`src/rtl/mdrx_pkg.sv`:
```
package mdrx_pkg;
    typedef enum logic [1:0] {
        WK_IDLE   = 2'b00,
        WK_FLAG   = 2'b01,
        WK_PLAIN  = 2'b10,
        WK_FILTER = 2'b11
    } wake_mode_e;

    typedef enum logic [1:0] {
        SM_IDLE,
        SM_START,
        SM_BITS,
        SM_STOP
    } smp_st_e;
endpackage

```
`src/rtl/mdrx_sampler.sv`:
```
module mdrx_sampler
    import mdrx_pkg::*;
#(
    parameter int OVS    = 16,
    parameter int DATA_W = 8
) (
    input  logic              clk,
    input  logic              rst_n,
    input  logic              rx_line,
    input  logic              baud_tick,
    input  logic              char8,
    input  logic              par_en,
    input  logic              flag_en,
    input  logic              hunt,
    output logic              c_vld,
    output logic [DATA_W-1:0] c_data,
    output logic              c_flag,
    output logic              c_ferr,
    output logic              c_perr,
    output logic              idle_run
);
    localparam int CW   = $clog2(OVS);
    localparam int SR_W = DATA_W + 2;
    localparam int BW   = $clog2(SR_W + 1);
    localparam int IW   = $clog2(SR_W + 3) + 1;

    typedef struct packed {
        logic              sy1;
        logic              sy2;
        smp_st_e           st;
        logic [CW-1:0]     cnt;
        logic [BW-1:0]     idx;
        logic [SR_W-1:0]   sr;
        logic [CW-1:0]     icnt;
        logic [IW-1:0]     ibits;
        logic              vld;
        logic [DATA_W-1:0] data;
        logic              flag;
        logic              ferr;
        logic              perr;
    } smp_t;

    smp_t q, d;

    logic [BW-1:0]     n_data;
    logic [BW-1:0]     n_bits;
    logic [IW-1:0]     f_bits;
    logic              line;
    logic [DATA_W-1:0] masked;
    logic              flag_v;
    logic              xsum;

    always_comb begin
        n_data = char8 ? BW'(DATA_W) : BW'(DATA_W - 1);
        n_bits = n_data + BW'(flag_en) + BW'(par_en);
        f_bits = IW'(n_bits) + IW'(2);
        line   = q.sy2;

        for (int i = 0; i < DATA_W; i++) begin
            masked[i] = (BW'(i) < n_data) ? q.sr[i] : 1'b0;
        end
        flag_v = flag_en ? q.sr[n_data] : 1'b0;
        xsum   = (^masked) ^ flag_v ^ q.sr[n_data + BW'(flag_en)];

        d     = q;
        d.sy1 = rx_line;
        d.sy2 = q.sy1;
        d.vld = 1'b0;

        case (q.st)
            SM_IDLE: begin
                if (baud_tick) begin
                    if (!line) begin
                        d.st    = SM_START;
                        d.cnt   = '0;
                        d.icnt  = '0;
                        d.ibits = '0;
                    end else begin
                        d.icnt = q.icnt + CW'(1);
                        if (q.icnt == CW'(OVS - 1) && q.ibits != '1) begin
                            d.ibits = q.ibits + IW'(1);
                        end
                    end
                end
            end
            SM_START: begin
                if (baud_tick) begin
                    if (q.cnt == CW'(OVS / 2 - 1)) begin
                        d.cnt = '0;
                        if (!line) begin
                            d.st  = SM_BITS;
                            d.idx = '0;
                            d.sr  = '0;
                        end else begin
                            d.st = SM_IDLE;
                        end
                    end else begin
                        d.cnt = q.cnt + CW'(1);
                    end
                end
            end
            SM_BITS: begin
                if (baud_tick) begin
                    if (q.cnt == CW'(OVS - 1)) begin
                        d.cnt       = '0;
                        d.sr[q.idx] = line;
                        if (q.idx == n_bits - BW'(1)) begin
                            d.st = SM_STOP;
                        end else begin
                            d.idx = q.idx + BW'(1);
                        end
                    end else begin
                        d.cnt = q.cnt + CW'(1);
                    end
                end
            end
            default: begin
                if (baud_tick) begin
                    if (q.cnt == CW'(OVS - 1)) begin
                        d.st    = SM_IDLE;
                        d.cnt   = '0;
                        d.icnt  = '0;
                        d.ibits = '0;
                        d.vld   = 1'b1;
                        d.data  = masked;
                        d.flag  = flag_v;
                        d.ferr  = !line;
                        d.perr  = par_en && xsum;
                    end else begin
                        d.cnt = q.cnt + CW'(1);
                    end
                end
            end
        endcase

        if (hunt) begin
            d.icnt  = '0;
            d.ibits = '0;
        end
    end

    always_ff @(posedge clk or negedge rst_n) begin
        if (!rst_n) begin
            q       <= '0;
            q.sy1   <= 1'b1;
            q.sy2   <= 1'b1;
            q.st    <= SM_IDLE;
        end else begin
            q <= d;
        end
    end

    assign c_vld    = q.vld;
    assign c_data   = q.data;
    assign c_flag   = q.flag;
    assign c_ferr   = q.ferr;
    assign c_perr   = q.perr;
    assign idle_run = (q.st == SM_IDLE) && (q.ibits >= f_bits);

    a_r2_tick_hold: assert property (@(posedge clk) disable iff (!rst_n)
        !baud_tick |=> $stable(q.st));

    a_r1_idx_bound: assert property (@(posedge clk) disable iff (!rst_n)
        (q.st == SM_BITS) |-> (q.idx < n_bits));

    a_r11_char_pulse: assert property (@(posedge clk) disable iff (!rst_n)
        c_vld |=> !c_vld);
endmodule

```
`src/rtl/mdrx_wake.sv`:
```
module mdrx_wake
    import mdrx_pkg::*;
#(
    parameter int DATA_W = 8
) (
    input  logic              clk,
    input  logic              rst_n,
    input  logic [1:0]        wake_mode,
    input  logic              hunt,
    input  logic              idle_run,
    input  logic [DATA_W-1:0] local_addr,
    input  logic              c_vld,
    input  logic [DATA_W-1:0] c_data,
    input  logic              c_flag,
    input  logic              c_ferr,
    input  logic              c_perr,
    output logic              rx_valid,
    output logic [DATA_W-1:0] rx_data,
    output logic              rx_is_addr,
    output logic              frame_err,
    output logic              par_err
);
    typedef struct packed {
        logic              asleep;
        logic              vld;
        logic [DATA_W-1:0] data;
        logic              is_addr;
        logic              ferr;
        logic              perr;
    } wk_t;

    wk_t q, d;
    wake_mode_e md;
    logic take;
    logic as_addr;

    always_comb begin
        md      = wake_mode_e'(wake_mode);
        d       = q;
        d.vld   = 1'b0;
        d.ferr  = 1'b0;
        d.perr  = 1'b0;
        take    = 1'b0;
        as_addr = 1'b0;

        case (md)
            WK_PLAIN: begin
                d.asleep = 1'b0;
                take     = c_vld;
            end
            WK_IDLE: begin
                if (q.asleep) begin
                    if (idle_run) d.asleep = 1'b0;
                end else begin
                    take = c_vld;
                end
            end
            WK_FLAG: begin
                if (c_vld) begin
                    if (c_flag) begin
                        take     = 1'b1;
                        as_addr  = 1'b1;
                        d.asleep = 1'b0;
                    end else begin
                        take = !q.asleep;
                    end
                end
            end
            default: begin
                if (c_vld) begin
                    if (c_flag) begin
                        d.asleep = (c_data != local_addr);
                    end else begin
                        take = !q.asleep;
                    end
                end
            end
        endcase

        if (hunt && md != WK_PLAIN) begin
            d.asleep = 1'b1;
            take     = 1'b0;
        end

        if (take) begin
            d.vld     = 1'b1;
            d.data    = c_data;
            d.is_addr = as_addr;
            d.ferr    = c_ferr;
            d.perr    = c_perr;
        end
    end

    always_ff @(posedge clk or negedge rst_n) begin
        if (!rst_n) begin
            q <= '0;
        end else begin
            q <= d;
        end
    end

    assign rx_valid   = q.vld;
    assign rx_data    = q.data;
    assign rx_is_addr = q.is_addr;
    assign frame_err  = q.ferr;
    assign par_err    = q.perr;

    a_r6_hunt_sleeps: assert property (@(posedge clk) disable iff (!rst_n)
        (hunt && wake_mode != 2'b10) |=> q.asleep);

    a_r5_plain_awake: assert property (@(posedge clk) disable iff (!rst_n)
        (wake_mode == 2'b10 && $past(wake_mode) == 2'b10) |-> !q.asleep);

    a_r7_data_stays_dropped: assert property (@(posedge clk) disable iff (!rst_n)
        (q.asleep && wake_mode == 2'b01 && c_vld && !c_flag && !hunt) |=> !rx_valid);

    a_r9_no_addr_out: assert property (@(posedge clk) disable iff (!rst_n)
        (rx_valid && wake_mode == 2'b11 && $past(wake_mode) == 2'b11) |-> !rx_is_addr);

    a_r11_err_with_valid: assert property (@(posedge clk) disable iff (!rst_n)
        (frame_err || par_err) |-> rx_valid);

    a_r11_valid_pulse: assert property (@(posedge clk) disable iff (!rst_n)
        rx_valid |=> !rx_valid);
endmodule

```
`src/rtl/mdrop_uart_rx.sv`:
```
module mdrop_uart_rx
    import mdrx_pkg::*;
#(
    parameter int OVS    = 16,
    parameter int DATA_W = 8
) (
    input  logic              clk,
    input  logic              rst_n,
    input  logic              rx_line,
    input  logic              baud_tick,
    input  logic [1:0]        wake_mode,
    input  logic              char8,
    input  logic              par_en,
    input  logic [DATA_W-1:0] local_addr,
    input  logic              hunt,
    output logic              rx_valid,
    output logic [DATA_W-1:0] rx_data,
    output logic              rx_is_addr,
    output logic              frame_err,
    output logic              par_err
);
    logic              c_vld;
    logic [DATA_W-1:0] c_data;
    logic              c_flag;
    logic              c_ferr;
    logic              c_perr;
    logic              idle_run;
    logic              flag_en;

    assign flag_en = wake_mode[0];

    mdrx_sampler #(.OVS(OVS), .DATA_W(DATA_W)) u_smp (
        .clk       (clk),
        .rst_n     (rst_n),
        .rx_line   (rx_line),
        .baud_tick (baud_tick),
        .char8     (char8),
        .par_en    (par_en),
        .flag_en   (flag_en),
        .hunt      (hunt),
        .c_vld     (c_vld),
        .c_data    (c_data),
        .c_flag    (c_flag),
        .c_ferr    (c_ferr),
        .c_perr    (c_perr),
        .idle_run  (idle_run)
    );

    mdrx_wake #(.DATA_W(DATA_W)) u_wake (
        .clk        (clk),
        .rst_n      (rst_n),
        .wake_mode  (wake_mode),
        .hunt       (hunt),
        .idle_run   (idle_run),
        .local_addr (local_addr),
        .c_vld      (c_vld),
        .c_data     (c_data),
        .c_flag     (c_flag),
        .c_ferr     (c_ferr),
        .c_perr     (c_perr),
        .rx_valid   (rx_valid),
        .rx_data    (rx_data),
        .rx_is_addr (rx_is_addr),
        .frame_err  (frame_err),
        .par_err    (par_err)
    );
endmodule

```
`config.mk`:
```
export PLATFORM = sky130hd
export DESIGN_NAME = mdrop_uart_rx
export DESIGN_NICKNAME = d
export VERILOG_FILES = /design/src/rtl/mdrx_pkg.sv /design/src/rtl/mdrx_sampler.sv /design/src/rtl/mdrx_wake.sv /design/src/rtl/mdrop_uart_rx.sv
export SDC_FILE = /design/constraint.sdc
export NUM_CORES = 1
export LEC_CHECK = 0
export ABC_CLOCK_PERIOD_IN_PS = 4100
export CAP_MARGIN = 25
export CORE_MARGIN = 1
export CORE_UTILIZATION = 55
export DETAILED_ROUTE_END_ITERATION = 10
export PLACE_DENSITY = 0.78
export SYNTH_ARGS = -nofsm -noshare
export SYNTH_HDL_FRONTEND = slang
export SYNTH_SLANG_ARGS = --single-unit
```
`constraint.sdc`:
```
create_clock -name clk -period 4.1 [get_ports clk]
set_input_delay 0.82 -clock clk [delete_from_list [all_inputs] [get_ports clk]]
set_output_delay 0.82 -clock clk [all_outputs]
set_load 0.01 [all_outputs]
```
# Word level (Yosys, flattened, before mapping)

Index checks and enable logic that the tools add are counted.

Logic and storage cells: 154
Input bits: 17
Register bits: 56
Output and inout bits: 12

$add $sub $neg: 8
Reductions and logical operators: 26
$lt $le $gt $ge: 13
Mux-type cells: 62
Eq/ne operators: 23
Bitwise logic cells: 3

Operator list:

| kind                  | count |
|---|---|
| $mux W14              | 3 |
| $mux W21              | 2 |
| $mux W20              | 2 |
| $mux W1               | 28 |
| $pmux W14 S2          | 1 |
| $mux W9               | 3 |
| $mux W12              | 2 |
| $mux W6               | 3 |
| $pmux W6 S3           | 1 |
| $pmux W9 S2           | 1 |
| $lt A3 B4 Y1 const A  | 4 |
| $mux W4               | 4 |
| $lt A4 B5 Y1 const B  | 3 |
| $add A4 B1 Y4 const B | 3 |
| $ne A2 B2 Y1 const B  | 6 |
| $reduce_and A6 Y1     | 2 |
| $bwmux W10            | 1 |
| $mux W2               | 5 |
| $add A4 B1 Y4         | 2 |
| $bmux W1 S4           | 2 |
| $eq A4 B4 Y1 const B  | 2 |
| $lt A1 B4 Y1 const A  | 2 |
| $lt A2 B4 Y1 const A  | 2 |
| $ne A2 B1 Y1 const B  | 4 |
| other kinds (31)      | 47 |

# Depth between registers and ports, before layout

Depth in word-level cells: 11
Depth in mapped cells: 14

# Cells and area by module

A second synthesis with hierarchy kept.

Cells, all modules: 341
Area total of the unflattened synthesis: 3,454.6 um2

Modules (own cells, without submodules):

| module       | cells an instance | times used | area an instance (um2) | sequential area each (um2) |
|---|---|---|---|---|
| mdrx_sampler | 280               | 1          | 2,725.1                | 1,078.5 |
| mdrx_wake    | 61                | 1          | 729.4                  | 325.3 |

# Least setup slack after synthesis

Ideal clock, no wire load.

Path kind: input to register
Start point: in wake_mode[0]
End point: reg u_wake.q[12] (netlist bit)
Data arrival time: 2.990 ns
Buffers on the path: 1
Required time: 4.012 ns
Cell stages on the path: 13
Slack: 1.022 ns
Cell sequence: buf_2 inv_1 ha_1 inv_1 ha_1 inv_1 ha_1 inv_1 ha_1 a21o_1 a21o_1 a211o_1 a41oi_1

Word-level cells in the longest chain between the ends: 9

RTL lines:

| element                     | RTL line            | RTL |
|---|---|---|
| from (decl)                 | mdrop_uart_rx.sv:11 | `input logic [1:0] wake_mode,` |
| $add A4 B1 Y4 (2 in series) | mdrx_sampler.sv:55  | `n_bits = n_data + BW'(flag_en) + BW'(par_en);` |
| $add A4 B2 Y5               | mdrx_sampler.sv:56  | `f_bits = IW'(n_bits) + IW'(2);` |
| $ge A5 B5 Y1                | mdrx_sampler.sv:158 | `assign idle_run = (q.st == SM_IDLE) && (q.ibits >= f_bits);` |
| $logic_and A1 B1 Y1         | mdrx_sampler.sv:158 |  |
| $mux W1                     | mdrx_wake.sv:53     | `if (idle_run) d.asleep = 1'b0;` |
| $mux W1                     | mdrx_wake.sv:52     | `if (q.asleep) begin` |
| $pmux W1 S3                 | mdrx_wake.sv:46     | `case (md)` |
| $mux W1                     | mdrx_wake.sv:80     | `if (hunt && md != WK_PLAIN) begin` |
| to (signal assigned)        | mdrx_wake.sv:96     | `q <= '0;` |
| to (signal assigned)        | mdrx_wake.sv:98     | `q <= d;` |
| to (decl)                   | mdrx_wake.sv:32     | `wk_t q, d;` |

Several ways; a longest one is shown, not always the timed one.
A chain may end at the register's enable or synchronous reset.

# Worst setup path after layout

Ends and elaborated chain as after synthesis.

==> results.toml <==
[floorplan]
rows = 28
die_h_um = 80.9
start_util_pct = 57.5
die_area_mm2 = 0.00655
die_w_um = 80.9
coreArea_mm2 = 0.00596
io_pins = 29

[sta]
min_period_over_period_pct = 81.0
setup_tns_ns = 0
tightest_slew_ns = 0.799
rsz0062_at_grt = "no"
hold_viol = 0
fin_crit_ns = 3.32
maxSlewViolCount = 0
setup_viol = 0
layout_setup_ws_ns = 0.780
finClkSkew_ns = 0.0186
slew-limit-headroom_pct = 46.7
max_freq_mhz = 301

[worst_hold_path]
whs_path_depth = 0
min_to = "u_smp.line$_DFF_PN1_"
hp-class = "reg2reg"
hold_path.startpoint = "u_smp.d[41]$_DFF_PN1_"

[synthesis]
yosys.area.top_type = "dfrtp_1"
synth_seq_cells = 56
ys_top_cells_by_area = "dfrtp_1, ha_1, mux2_2"
synth_ff_type = "dfrtp_1"
yosys.area.top_type_share_pct = 39.4
yosysMostFrequentCell = "dfrtp_1"
syn_inst = 336
synth_edf_count = 0
syn-cell-area_mm2 = 0.00343
avgSynthCellArea_um2 = 10.2
synth_common_cells = "dfrtp_1, nand2_1, inv_1"
seq_area_frac_synth_pct = 41.0
synth.distinct_cells = 60
yosys_warnings = 0
synthArstFlopShare_pct = 100
syn-num-nets = 378

[global_routing]
grt_pass1_vias = 2435
grt_pass1_wl_um = 11200
grt.overflow.total = 0
grt_max_degree = 57
antenna_found_initial = 0
grtUsageTotal_pct = 22.0

[power]
irDropWorstVdd_v = 0.000286
p_leak_uw = 0.00175
power_density_mw_per_mm2 = 399

[cells_and_area]
syn_to_final_growth_pct = 11.0
instances_no_fill = 434
finish.utilization_pct = 63.9
final_nets = 400
largest_reg_flops = 29
diodes = 0
regMostFlops = "u_smp.q"
drive_gt1_share_pct = 10.9

[status]
status = "complete, no violations"

[worst_setup_path]
required_ns = 4.33
path_max_fanout = 5
startpoint_type = "input pin"
crit_path_top_delay_cell = "clkdlybuf4s50_1"
rr_startpoint = "u_smp.q[35]$_DFFE_PN0P_"
cp_slowest_stage_delay_ns = 0.48
critPathCaptureType = "flop"
rr_endpoint = "u_smp.q[27]$_DFFE_PN0P_"
critPathArrivalTime_ns = 3.55
crit_path_cell_trace = "clkdlybuf4s50_1, inv_1, ha_1, inv_1, ha_1, inv_1, ha_1, inv_1, ha_1, a21o_1, a21o_1, a211o_1, a41oi_1"
r2r_slack_ns = 1.88
r2r_cells = 6
path_class = "in2reg"

[place]
gp_congestion = 0.856
port_buffers = 28
place_inst = 426
post-place-ws_ns = 0.475
hpwl_um = 4920

[flow_run]
drv_cap = 0

[routing]
drt_iter0_markers = 166
vias_per_cell = 5.89
drt_pass1_iterations = 4
postRouteAntennaNets = 0
avgRoutedWirePerCell_um = 15.6
drc = 0
drt-total-wl_um = 6750
via_count = 2557

[clocking]
clockBufferDepth = 2
holdBufCountCts = 0
cts.clk_slew.worst_paths_ns = 0.11
cts_resized = 0
post-cts-setup-buffer-count = 0
clk_latency_ns = 0.31
cts_made_buffers = 5
cts_num_sinks = 56
root_buffer = "clkbuf_8"
h-tree-depth = 2
cts_tree = "built"
==> routing by layer <==
layer  GRT usage [%]  wire, um  vias to the layer above
li1                -         -                     1232
met5               0         0                        -
met2            36.8      3260                       55
met4            7.50        93                        0
met1            29.0      3200                     1255
met3            3.48       203                       15
==> where the power goes <==
group | total [uW] | internal, uW | switching (uW)
registers | 639 | 591 | 47.4
logic | 563 | 236 | 327
clock network | 317 | 138 | 179
total | 1520 | 965 | 554
==> layout make-up <==
class	instances	area, um^2
fillers	473	2150
multi-input cells	239	1820
flip-flops and latches	56	1400
repair buffers	31	298
inverters	25	93.8
well taps	75	93.8
clock buffers	7	86.3
clock inverters	1	7.51
==> worst max path at each step <==
stage	cells past startpoint	end	from	slack (ns)
detailed placement	13	u_wake.q[12]$_DFFE_PN0P_	wake_mode[0]	0.48
global route	13	u_wake.q[12]$_DFFE_PN0P_	char8	0.66
global placement	13	u_wake.q[12]$_DFFE_PN0P_	wake_mode[0]	0.61
floorplan	13	u_wake.q[12]$_DFFE_PN0P_	wake_mode[0]	1.02
finish	13	u_wake.q[12]$_DFFE_PN0P_	wake_mode[0]	0.78
CTS	13	u_wake.q[12]$_DFFE_PN0P_	wake_mode[0]	0.79
==> metrics by stage <==
step	area, um^2	total power (uW)	hold slack, ns
finish	3800	1520	0.359
detailed placement	3710	1200	0.348
global placement	3710	1180	0.347
CTS	3800	1520	0.362
floorplan	3430	1090	0.345
global route	3800	1610	0.367
==> worst max-delay path, delay by kind of cell <==
family	cells	cell delay, ns
compound gates	4	0.82
buf+inv	5	0.81
fa+ha+maj	4	1.10
==> cells in the final DEF, fill, tap and decap left out, types with 3 or more instances in the layout <==
cell	count
ha_1	24
nand2_1	35
o22ai_1	4
a21o_1	11
and3_1	4
a31oi_1	4
and2_1	3
mux2_2	14
xor2_1	3
o21ai_0	18
nor3_1	4
clkdlybuf4s50_1	27
nor2b_1	4
nand4_1	4
nor2_1	9
a22o_1	10
o211ai_1	3
nand3_1	8
a21oi_1	18
nand2b_1	4
dfrtp_1	54
buf_4	3
xnor2_1	11
clkbuf_8	6
inv_1	25
o31ai_1	5
==> logic make-up (layout without fill, tap and decap cells) <==
logic type               after synthesis  count (layout)  synth area share (%)
buffers and inverters                 41              64                  5.91
multiplexers                          17              17                  5.88
AO/OA/AOI/OAI                         89              89                  18.0
flip-flops                            56              56                  41.0
AND/OR/NAND/NOR                       92              92                  15.0
XOR/XNOR                              16              16                  4.89
adder cells (fa/ha/maj)               25              25                  9.35
(Power assumes the default switching activity.)
